**src/rtl/usb_pwrseq_pkg.sv**
```systemverilog
package usb_pwrseq_pkg;

    typedef enum logic [2:0] {
        ST_IDLE,
        ST_CLK_WAIT,
        ST_POR_WAIT,
        ST_CFG_WRITE,
        ST_CFG_WAIT,
        ST_UTMI_WAIT,
        ST_DOWN_POR,
        ST_DOWN_CLK
    } seq_state_e;

    // Convert microseconds to clock cycles; never below one cycle.
    function automatic longint unsigned us_to_cycles(longint unsigned clk_hz,
                                                     longint unsigned usec);
        longint unsigned cyc;
        cyc = (clk_hz * usec) / 64'd1_000_000;
        if (cyc == 0) cyc = 1;
        return cyc;
    endfunction

    function automatic longint unsigned max2(longint unsigned a, longint unsigned b);
        return (a > b) ? a : b;
    endfunction

endpackage

```
**src/rtl/pwrseq_timer.sv**
```systemverilog
// Down-counter reloaded on every state entry; expired once it reaches zero.
module pwrseq_timer #(
    parameter int CNT_W = 8
) (
    input  logic             clk,
    input  logic             rst_n,
    input  logic             load,
    input  logic [CNT_W-1:0] load_val,
    output logic             expired
);

    logic [CNT_W-1:0] cnt_q;

    always_ff @(posedge clk or negedge rst_n) begin
        if (!rst_n) begin
            cnt_q <= '0;
        end else if (load) begin
            cnt_q <= load_val;
        end else if (cnt_q != '0) begin
            cnt_q <= cnt_q - CNT_W'(1);
        end
    end

    assign expired = (cnt_q == '0);

endmodule

```
**src/rtl/pwrseq_req_arb.sv**
```systemverilog
// Holds per-port init/exit requests and grants the lowest-numbered valid one.
module pwrseq_req_arb #(
    parameter int NUM_PORTS = 2,
    parameter int PORT_W    = 1
) (
    input  logic                 clk,
    input  logic                 rst_n,
    input  logic [NUM_PORTS-1:0] init_req,
    input  logic [NUM_PORTS-1:0] exit_req,
    input  logic [NUM_PORTS-1:0] port_up,
    input  logic                 seq_idle,
    input  logic                 take,
    output logic                 grant_vld,
    output logic [PORT_W-1:0]    grant_port,
    output logic                 grant_is_init
);

    logic [NUM_PORTS-1:0] pend_init_q, pend_exit_q;
    logic [NUM_PORTS-1:0] v_init, v_exit;
    logic [NUM_PORTS-1:0] clr_init, clr_exit;
    logic [NUM_PORTS-1:0] grant_oh;

    // An init is only meaningful for a port that is down, an exit for one that is up.
    assign v_init = pend_init_q & ~port_up;
    assign v_exit = pend_exit_q &  port_up;

    always_comb begin
        grant_vld     = 1'b0;
        grant_port    = '0;
        grant_is_init = 1'b0;
        for (int p = NUM_PORTS - 1; p >= 0; p--) begin
            if (v_init[p] || v_exit[p]) begin
                grant_vld     = 1'b1;
                grant_port    = PORT_W'(p);
                grant_is_init = v_init[p];
            end
        end
    end

    assign grant_oh = NUM_PORTS'(1) << grant_port;

    always_comb begin
        clr_init = '0;
        clr_exit = '0;
        if (seq_idle) begin
            clr_init = pend_init_q & port_up;
            clr_exit = pend_exit_q & ~port_up;
        end
        if (take) begin
            if (grant_is_init) clr_init = clr_init | grant_oh;
            else               clr_exit = clr_exit | grant_oh;
        end
    end

    always_ff @(posedge clk or negedge rst_n) begin
        if (!rst_n) begin
            pend_init_q <= '0;
            pend_exit_q <= '0;
        end else begin
            pend_init_q <= (pend_init_q & ~clr_init) | init_req;
            pend_exit_q <= (pend_exit_q & ~clr_exit) | exit_req;
        end
    end

endmodule

```
**src/rtl/usb_phy_pwrseq.sv**
```systemverilog
module usb_phy_pwrseq
    import usb_pwrseq_pkg::*;
#(
    parameter longint unsigned CLK_HZ    = 100_000_000,
    parameter int              NUM_PORTS = 2,
    parameter int              PORT_W    = 3,
    parameter int              ADDR_W    = 8,
    parameter int              DATA_W    = 8,
    parameter int              CFG_PORT  = 0,
    parameter int              CFG_ADDR  = 'h06,
    parameter int              CFG_DATA  = 'h04,
    parameter longint unsigned REF_US    = 100,
    parameter longint unsigned POR_US    = 300,
    parameter longint unsigned PHY_US    = 2000,
    parameter longint unsigned UTMI_US   = 2000
) (
    input  logic                 clk,
    input  logic                 rst_n,
    input  logic [NUM_PORTS-1:0] init_req,
    input  logic [NUM_PORTS-1:0] exit_req,
    output logic                 refclk_en,
    output logic                 por_rst_n,
    output logic [NUM_PORTS-1:0] utmi_rst_n,
    output logic                 cfg_wr_req,
    output logic [PORT_W-1:0]    cfg_wr_port,
    output logic [ADDR_W-1:0]    cfg_wr_addr,
    output logic [DATA_W-1:0]    cfg_wr_data,
    input  logic                 cfg_wr_done,
    output logic [NUM_PORTS-1:0] port_ready
);

    localparam longint unsigned T_REF  = us_to_cycles(CLK_HZ, REF_US);
    localparam longint unsigned T_POR  = us_to_cycles(CLK_HZ, POR_US);
    localparam longint unsigned T_PHY  = us_to_cycles(CLK_HZ, PHY_US);
    localparam longint unsigned T_UTMI = us_to_cycles(CLK_HZ, UTMI_US);
    localparam longint unsigned T_MAX  = max2(max2(T_REF, T_POR), max2(T_PHY, T_UTMI));
    localparam int              CNT_W  = $clog2(T_MAX + 1);

    seq_state_e state_q, state_nxt;

    logic                 shared_up_q;
    logic [PORT_W-1:0]    cur_port_q;
    logic                 take;
    logic                 grant_vld, grant_is_init;
    logic [PORT_W-1:0]    grant_port;
    logic [NUM_PORTS-1:0] grant_oh;
    logic                 others_up;
    logic                 tmr_load, tmr_expired;
    logic [CNT_W-1:0]     tmr_val;

    assign grant_oh  = NUM_PORTS'(1) << grant_port;
    assign others_up = |(port_ready & ~grant_oh);

    pwrseq_req_arb #(
        .NUM_PORTS (NUM_PORTS),
        .PORT_W    (PORT_W)
    ) u_arb (
        .clk           (clk),
        .rst_n         (rst_n),
        .init_req      (init_req),
        .exit_req      (exit_req),
        .port_up       (port_ready),
        .seq_idle      (state_q == ST_IDLE),
        .take          (take),
        .grant_vld     (grant_vld),
        .grant_port    (grant_port),
        .grant_is_init (grant_is_init)
    );

    pwrseq_timer #(
        .CNT_W (CNT_W)
    ) u_tmr (
        .clk      (clk),
        .rst_n    (rst_n),
        .load     (tmr_load),
        .load_val (tmr_val),
        .expired  (tmr_expired)
    );

    // Next-state logic.
    always_comb begin
        state_nxt = state_q;
        take      = 1'b0;
        unique case (state_q)
            ST_IDLE: begin
                if (grant_vld) begin
                    take = 1'b1;
                    if (grant_is_init) state_nxt = shared_up_q ? ST_UTMI_WAIT : ST_CLK_WAIT;
                    else               state_nxt = others_up   ? ST_IDLE      : ST_DOWN_POR;
                end
            end
            ST_CLK_WAIT:  if (tmr_expired) state_nxt = ST_POR_WAIT;
            ST_POR_WAIT:  if (tmr_expired) state_nxt = ST_CFG_WRITE;
            ST_CFG_WRITE: if (cfg_wr_done) state_nxt = ST_CFG_WAIT;
            ST_CFG_WAIT:  if (tmr_expired) state_nxt = ST_UTMI_WAIT;
            ST_UTMI_WAIT: if (tmr_expired) state_nxt = ST_IDLE;
            ST_DOWN_POR:  state_nxt = ST_DOWN_CLK;
            ST_DOWN_CLK:  state_nxt = ST_IDLE;
            default:      state_nxt = ST_IDLE;
        endcase
    end

    // Timer reload on every state entry.
    assign tmr_load = (state_nxt != state_q);

    always_comb begin
        unique case (state_nxt)
            ST_CLK_WAIT:  tmr_val = CNT_W'(T_REF  - 1);
            ST_POR_WAIT:  tmr_val = CNT_W'(T_POR  - 1);
            ST_CFG_WAIT:  tmr_val = CNT_W'(T_PHY  - 1);
            ST_UTMI_WAIT: tmr_val = CNT_W'(T_UTMI - 1);
            default:      tmr_val = '0;
        endcase
    end

    // State register.
    always_ff @(posedge clk or negedge rst_n) begin
        if (!rst_n) state_q <= ST_IDLE;
        else        state_q <= state_nxt;
    end

    // Output register process.
    always_ff @(posedge clk or negedge rst_n) begin
        if (!rst_n) begin
            refclk_en   <= 1'b0;
            por_rst_n   <= 1'b0;
            utmi_rst_n  <= '0;
            port_ready  <= '0;
            cfg_wr_req  <= 1'b0;
            shared_up_q <= 1'b0;
            cur_port_q  <= '0;
        end else begin
            unique case (state_q)
                ST_IDLE: begin
                    if (take) begin
                        cur_port_q <= grant_port;
                        if (grant_is_init) begin
                            if (shared_up_q) utmi_rst_n[grant_port] <= 1'b1;
                            else             refclk_en <= 1'b1;
                        end else begin
                            utmi_rst_n[grant_port] <= 1'b0;
                            port_ready[grant_port] <= 1'b0;
                        end
                    end
                end
                ST_CLK_WAIT:  if (tmr_expired) por_rst_n  <= 1'b1;
                ST_POR_WAIT:  if (tmr_expired) cfg_wr_req <= 1'b1;
                ST_CFG_WRITE: if (cfg_wr_done) cfg_wr_req <= 1'b0;
                ST_CFG_WAIT: begin
                    if (tmr_expired) begin
                        utmi_rst_n[cur_port_q] <= 1'b1;
                        shared_up_q            <= 1'b1;
                    end
                end
                ST_UTMI_WAIT: if (tmr_expired) port_ready[cur_port_q] <= 1'b1;
                ST_DOWN_POR:  por_rst_n <= 1'b0;
                ST_DOWN_CLK: begin
                    refclk_en   <= 1'b0;
                    shared_up_q <= 1'b0;
                end
                default: ;
            endcase
        end
    end

    assign cfg_wr_port = PORT_W'(CFG_PORT);
    assign cfg_wr_addr = ADDR_W'(CFG_ADDR);
    assign cfg_wr_data = DATA_W'(CFG_DATA);

endmodule

```
**config.mk**
```make
export PLATFORM = sky130hd
export DESIGN_NAME = usb_phy_pwrseq
export DESIGN_NICKNAME = d
export VERILOG_FILES = /design/src/rtl/usb_pwrseq_pkg.sv /design/src/rtl/pwrseq_timer.sv /design/src/rtl/pwrseq_req_arb.sv /design/src/rtl/usb_phy_pwrseq.sv
export SDC_FILE = /design/constraint.sdc
export NUM_CORES = 1
export LEC_CHECK = 0
export BUFFER_PORTS_ARGS = -buffer_cell sky130_fd_sc_hd__buf_4
export CORE_ASPECT_RATIO = 1.2
export CORE_UTILIZATION = 45
export DETAILED_ROUTE_END_ITERATION = 16
export SYNTH_ARGS = -nofsm -noshare
export SYNTH_HDL_FRONTEND = slang
export SYNTH_HIERARCHICAL = 1
export SYNTH_SLANG_ARGS = --single-unit
```
**constraint.sdc**
```tcl
create_clock -name clk -period 3.8 [get_ports clk]
set_input_delay 0.19 -clock clk [delete_from_list [all_inputs] [get_ports clk]]
set_output_delay 0.19 -clock clk [all_outputs]
set_load 0.05 [all_outputs]
```
==> metrics.cfg, run 1 <==
[clock_tree]
cts.sinks = 36
postCtsHoldBufs = 1
clockBufferDepth = 2
cts_inserted_buffers = 5
htreeDepth = 2
root_buffer = clkbuf_8
cts_tree = yes
clk_pin_slew_ps = 80
postCtsSetupBuffers = 0
clkLatencyLatePin_ps = 290
cts_resized = 0

[pwr]
power.leakage_nw = 1.06
p_per_area_nw_per_um2 = 299
irDropWorstVdd_mv = 0.206

[floorplanning]
initial_core_util_pct = 46.7
core_um2 = 5260
die_area_um2 = 5760
pin_count = 33
die_w_um = 69.5
rows = 29
die_y_um = 83.0

[timing]
setup_violations = 0
finalWorstSetupSlack_ps = 588
fmax_ghz = 0.311
worst_slew_pin_slew_ps = 621
relSlewSlack_pct = 58.2
hold_viol_final = 0
clock_skew_ps = 9.31
timing.final.crit_share_pct = 84.5
grt_setup_unrepaired = no
final.setup.tns_ps = 0
slew_viol_final = 0
min_period_ps = 3210

[setup_path]
cp_max_fo = 9
r2r_end = u_tmr/cnt_q[13]
crit_chain = nor4_1 -> nand4_1 -> nor2_2 -> nand3b_1 -> a21o_1 -> o311a_1 -> or2_2 -> a21oi_1 -> nand2b_1 -> o31ai_1 -> nor3b_1
cp-end-kind = register
critPathLaunchType = register
cpLargestDelayFamily = simple AND/OR/NAND/NOR gates
r2r_cells = 11
max_stage_delay_ps = 590
r2r_slack_ps = 590
r2r_start = u_tmr/cnt_q[16]
crit_slowest_cell = nor4_1
cp.required_ps = 3990
cp.arrival_ps = 3400
crit_buf_inv = 0
crit_type = reg -> reg

[flow_run]
cap_violations = 0

[grt]
grt_pass1_vias = 1850
grt_use_total_pct = 20.1
antenna_found_initial = 0
grt_first_pass_wirelength_um = 9190
grt_max_degree = 37
grt_overflow = 0

[detailed_routing]
drtIter0Drc = 115
drc = 0
wirelength_um = 5430
route.antenna.remaining_nets = 0
routed_via_density = 5.53
drt-pass1-iter-count = 4
vias = 1956
wl_per_cell_um = 15.3

[layout]
nFillCells = 527
n_antenna_cell = 0
area_growth_pct = 8.50
design_area_um2 = 2670
drive_gt1_share_pct = 15.8
layout.nets = 299

[place]
preCtsSetupSlack_ps = 580
gp_congestion = 0.839
portBuffers = 13
dpl_cell_area_um2 = 2540
dpl.hpwl_um = 3850

[synthesis]
synth-main-ff-cell = dfrtp_1
syn-instance-count = 275
ys_ff_latch = 36
yosys.area.top_type = dfrtp_1
ys_async_sr_fraction_pct = 100
synth_edf_count = 0
synthDominantCellAreaShare_pct = 36.7
yosysSeqAreaShare_pct = 36.7
avgSynthCellArea_um2 = 8.94
synthDistinctLibCells = 64
ys_top_cells_by_area = dfrtp_1, buf_4, nand2_1
syn-cell-area_um2 = 2460
ys_warn_count = 6

[worst_hold_path]
min_path_type = in -> reg
min_from = init_req[0]
hold_end = u_arb/pend_init_q[0]
hold_depth = 2

[outcome]
status = finished clean

-- synthesized netlist by cell type, drive strengths merged (2+ instances only) --
master	count
dfrtp	36
nand2	27
buf	24
inv	16
nor2	16
a21oi	15
o21ai	12
o31ai	12
nor3	11
nand2b	8
clkbuf	7
mux2i	6
nand3	6
nor4	5
xor2	5
a21boi	4
mux2	4
nand4	4
nor2b	4
a31oi	3
a41oi	3
conb	3
o22a	3
or3	3
xnor2	3
a2111oi	2
a21o	2
a32oi	2
and3	2
nand3b	2
nor3b	2
o211a	2
o311a	2
or2	2
-- power by group --
group | internal [mW] | switching (mW) | total, mW
Combinational | 0.0100 | 0.0554 | 0.0654
Clock | 0.194 | 0.148 | 0.343
Sequential | 0.385 | 0.00334 | 0.389
Total | 0.590 | 0.207 | 0.797
-- per-layer routing --
layer / global-route usage, % / part of all wire (%) / vias to the layer above
met4: 6.12 / 0.53 / 0
met5: 0 / 0 / -
met3: 3.64 / 2.7 / 2
li1: - / - / 979
met2: 35.8 / 54 / 36
met1: 24.4 / 42 / 939
-- cell families after synthesis --
family,count (synthesis),share of synthesized area [%]
compound gates,71,21.3
xor+xnor,8,2.85
fa+ha+maj,1,0.509
buf+inv,48,11.0
flops,36,36.7
mux,10,4.43
other cells,3,0.458
simple gates,98,22.8
-- placed cells by master, fill, tap and decap left out, types with 3 or more instances in the layout --
| cell | count |
|---|---|
| dfrtp_1 | 36 |
| nand2b_1 | 8 |
| xnor2_1 | 3 |
| mux2_2 | 3 |
| buf_4 | 18 |
| nor2b_1 | 4 |
| clkbuf_8 | 5 |
| inv_1 | 15 |
| nand3_1 | 5 |
| a21boi_0 | 3 |
| conb_1 | 24 |
| a21oi_1 | 14 |
| nand2_1 | 27 |
| nor3_1 | 7 |
| xor2_1 | 5 |
| nor3_2 | 4 |
| nand4_1 | 4 |
| o21ai_0 | 10 |
| or3_1 | 3 |
| nor2_1 | 15 |
| o22a_1 | 3 |
| a31oi_1 | 3 |
| mux2i_1 | 6 |
| o31ai_1 | 12 |
| nor4_1 | 4 |
-- sequential cells by signal, indices dropped and copies added (netlist names), named ones only --
register	count
u_tmr/cnt_q	18
state_q	3
shared_up_q	1
u_arb/pend_exit_q	2
por_rst_n	1
refclk_en	1
cur_port_q	3
port_ready	2
cfg_wr_req	1
u_arb/pend_init_q	2
-- worst max path at each step --
stage                               start              end  depth (start not counted)
after floorplan           u_tmr/cnt_q[16]   u_tmr/cnt_q[8]                         11
after global placement    u_tmr/cnt_q[16]  u_tmr/cnt_q[13]                         11
after detailed placement  u_tmr/cnt_q[16]  u_tmr/cnt_q[13]                         11
after CTS                 u_tmr/cnt_q[16]  u_tmr/cnt_q[13]                         11
after global routing      u_tmr/cnt_q[16]  u_tmr/cnt_q[13]                         11
final                     u_tmr/cnt_q[16]  u_tmr/cnt_q[13]                         11
-- per-stage QoR --
stage                     cells  utilization (%)  power, mW  hold WS, ps
after global placement      345             48.4      0.461          185
after detailed placement    345             48.4      0.461          181
after CTS                   354             50.7      0.811         60.4
after floorplan             296                -      0.463         -106
after global routing        354             50.7      0.835         63.3
final                       354             50.7      0.797         71.0
-- cell type report --
type	instances	area (um2)	share of cell area, %
Multi-Input combinational cell	212	1370	51.3
Sequential cell	36	901	33.8
Timing Repair Buffer	19	145	5.44
Tap cell	62	77.6	2.91
Clock buffer	5	68.8	2.58
Inverter	17	63.8	2.39
Clock inverter	3	42.5	1.60
(Power assumes the default switching activity.)
==> inputs of run 2 (changes only) <==
Settings changed: ABC_AREA set to 1, PLACE_DENSITY set to 0.67.
Clock period 3.8 ns to 2.7 ns, I/O delays scaled along.
==> metrics.cfg, run 2 <==
[grt]
antenna_found_initial = 0  ; unchanged
grt_use_total_pct = 20.1  ; -0.054 points
grt_max_degree = 37  ; unchanged
grt_first_pass_wirelength_um = 9580  ; +4.2%
grt_overflow = 0  ; unchanged
grt_pass1_vias = 2206  ; +19%

[floorplanning]
die_area_um2 = 6160  ; +7.0%
core_um2 = 5670  ; +7.7%
initial_core_util_pct = 46.5  ; -0.24 points
pin_count = 33  ; unchanged
die_y_um = 85.8  ; +3.4%
rows = 30  ; +3.4%
die_w_um = 71.8  ; +3.4%

[pwr]
seqPwrFrac_pct = 51.7  ; +2.9 points
p_sw_share_pct = 25.8  ; -0.20 points
switching_power_mw = 0.271  ; +31%
combPwrFrac_pct = 8.7  ; +0.5 points
power.leakage_nw = 1.53  ; +44%
irDropWorstVdd_mv = 0.242  ; +18%
internal_power_mw = 0.781  ; +32%
p_per_area_nw_per_um2 = 350  ; +17%
power_frac_clock_pct = 39.6  ; -3.4 points

[setup_path]
r2r_slack_ps = 190  ; -400 ps
cp_num_cells = 19  ; +8
cpLargestDelayFamily = simple AND/OR/NAND/NOR gates
cp.arrival_ps = 2690  ; -710 ps
crit_slowest_cell = dfrtp_1
critPathLaunchType = register
crit_buf_inv = 3  ; +3
crit_type = reg -> reg
r2r_cells = 19  ; +8
r2r_end = u_tmr/cnt_q[4]
max_stage_delay_ps = 390  ; -200 ps
cp.required_ps = 2880  ; -1110 ps
r2r_start = u_tmr/cnt_q[0]
cp_max_fo = 21  ; +12
crit_chain = inv_2 -> ha_4 -> nand2_4 -> nor2_8 -> nand4_1 -> nor2_4 -> buf_4 -> nand3_1 -> nand3_2 -> nor2_1 -> nor2_4 -> nand2_1 -> nand2_1 -> o21ai_2 -> buf_12 -> a21oi_1 -> o21ai_0 -> o21ai_0 -> nor2_1
cp-end-kind = register

[detailed_routing]
drtIter0Drc = 130  ; +13%
wirelength_um = 5560  ; +2.4%
wl_per_cell_um = 11.6  ; -24%
route.antenna.remaining_nets = 0  ; unchanged
vias = 2269  ; +16%
routed_via_density = 4.75  ; -14%
drt-pass1-iter-count = 4  ; unchanged
drc = 0  ; unchanged

[clock_tree]
htreeDepth = 2  ; unchanged
clk_pin_slew_ps = 70  ; about the same
clkLatencyLatePin_ps = 280  ; about the same
root_buffer = clkbuf_8
cts_inserted_buffers = 5  ; unchanged
cts_tree = yes
cts.sinks = 36  ; unchanged
clockBufferDepth = 2  ; unchanged

[layout]
largest_register_ffs = 18  ; unchanged
final_core_util_pct = 53.0  ; +2.3 points
layout.nets = 406  ; +36%
reg_top3 = u_tmr/cnt_q x18, cur_port_q x3, state_q x3
n_antenna_cell = 0  ; unchanged
drive_gt1_share_pct = 26.1  ; +10 points
multiInputGateArea_um2 = 1500  ; +9.9%
nFillCells = 579  ; +9.9%
register_area_um2 = 901  ; unchanged
layout_commonest_cell = nand2_1
final_cell_mix = nand2_1, dfrtp_1, inv_1
area_growth_pct = 14.1
regMostFlops = u_tmr/cnt_q

[synthesis]
synthTopCellsByCount = nand2_1, inv_1, dfrtp_1, nor2_1, nand3_1
yosysSeqAreaShare_pct = 34.2  ; -2.5 points
synth_edf_count = 0  ; unchanged
ys_top_cells_by_area = dfrtp_1, nand2_1, buf_4
ys_async_sr_fraction_pct = 100  ; unchanged
avgSynthCellArea_um2 = 7.16  ; -20%
muxShareOfSynthArea_pct = 0.855  ; -3.6 points
ys_ff_latch = 36  ; unchanged
syn-instance-count = 368  ; +34%
yosys.area.top_type = dfrtp_1
synth_top_family_by_area = simple AND/OR/NAND/NOR gates
synth_xor_area_share_pct = 0.333  ; -2.5 points
ys_warn_count = 6  ; unchanged
synth_compound_area_share_pct = 11.0  ; -10 points
synthDominantCellAreaShare_pct = 34.2  ; -2.5 points
synth_most_common_cell = nand2_1
syn-cell-area_um2 = 2630  ; +7.2%
synth-main-ff-cell = dfrtp_1
synth-adder-area-share_pct = 0.475  ; -0.034 points
synthDistinctLibCells = 38  ; -41%
synthSimpleGateAreaFrac_pct = 39.0  ; +16 points

[worst_hold_path]
min_path_type = in -> reg
hold_end = u_arb/pend_init_q[1]
min_from = init_req[1]
hold_depth = 2  ; unchanged

[timing]
fmax_ghz = 0.398  ; +28%
min_period_ps = 2510  ; -700 ps
timing.final.crit_share_pct = 93.0  ; +8.5 points
final.setup.tns_ps = 0  ; unchanged
finalWorstSetupSlack_ps = 189  ; -400 ps
clock_skew_ps = 4.39  ; -4.92 ps
setup_violations = 0  ; unchanged
hold_viol_final = 0  ; unchanged
slew_viol_final = 0  ; unchanged

[place]
gp_congestion = 0.890  ; +6.1%
portBuffers = 13  ; unchanged
preCtsSetupSlack_ps = -13.9  ; -594 ps
dpl.hpwl_um = 4230  ; +9.9%

[outcome]
status = finished clean

[flow_run]
cap_violations = 0  ; unchanged

[run 2: changes by cell type in the layout (fill, tap and decap cells not counted), sizes merged, moves of 5 or more]
| cell | delta |
|---|---|
| nor3 | -9 |
| o31ai | -8 |
| o21ai | +9 |
| nand3 | +25 |
| inv | +33 |
| nor2 | +32 |
| nor4 | -5 |
| mux2i | -6 |
| nand2 | +84 |
| buf | +8 |
| nand2b | -8 |
[run 2: area by class of cell]
| cell class | count | share of cell area (%) |
|---|---|---|
| tap | 80 | 3.33 |
| timing repair buffer | 27 | 7.25 |
| inverter | 49 | 6.21 |
| clock buffer | 7 | 3.21 |
| multi-input combinational | 279 | 50.0 |
| sequential | 36 | 30.0 |
[run 2: worst max-delay path by stage]
stage                   startpoint        endpoint  slack [ps]
global route        u_tmr/cnt_q[0]  u_tmr/cnt_q[4]         -10
finish              u_tmr/cnt_q[0]  u_tmr/cnt_q[4]         190
global placement    u_tmr/cnt_q[0]  u_tmr/cnt_q[2]          80
detailed placement  u_tmr/cnt_q[0]  u_tmr/cnt_q[2]         -10
floorplan           u_tmr/cnt_q[0]  u_tmr/cnt_q[2]         120
CTS                 u_tmr/cnt_q[0]  u_tmr/cnt_q[2]          40
[run 2: worst register-to-register path, cell delays in order, from the launching register on]
cell,delay (ps)
dfrtp_1,390
inv_2,100
ha_4,150
nand2_4,70
nor2_8,110
nand4_1,130
nor2_4,170
buf_4,140
nand3_1,130
nand3_2,110
nor2_1,70
nor2_4,110
nand2_1,60
nand2_1,80
o21ai_2,80
buf_12,160
a21oi_1,130
o21ai_0,100
o21ai_0,80
nor2_1,50
[run 2: kinds of logic after synthesis]
logic type                 after synthesis
AOI/OAI and AO/OA                       50
xor gates and xnor gates                 1
adders and majority gates                1
buffers and inverters                   74
DFF                                     36
muxes                                    2
other                                    3
and+or+nand+nor                        201
[run 2: repair_timing]
item / in CTS / in global routing
setup endpoints to repair: 9 / 18
hold buffers: 1 / 0
setup buffers: 2 / 1
pin swaps: 0 / 1
resized for setup: 0 / 18
hold endpoints to repair: 36 / 0
[run 2: per-stage QoR]
stage          hold WS (ps)  area [um2]  instances  total power, mW
5_1_grt                10.3        3000        478             1.10
3_5_place_dp            138        2820        467            0.645
6_report               25.9        3000        478             1.05
4_1_cts                13.4        2940        477             1.07
3_3_place_gp            133        2820        467            0.645
2_1_floorplan          -161        2710        389            0.646
[run 2: per-layer routing]
layer | track usage [%] | wire (um) | vias up
met2 | 35.7 | 2910 | 46
met4 | 9.27 | 110 | 0
met1 | 23.1 | 2380 | 1034
met3 | 3.88 | 161 | 8
li1 | - | - | 1181
met5 | 0 | 0 | -
[run 2: power by group through the flow]
stage | logic (mW) | clock network, mW | registers [mW]
floorplan | 0.0930 | 0 | 0.553
global placement | 0.0904 | 0 | 0.554
detailed placement | 0.0908 | 0 | 0.554
CTS | 0.0919 | 0.433 | 0.543
global route | 0.0995 | 0.455 | 0.544
finish | 0.0918 | 0.416 | 0.544
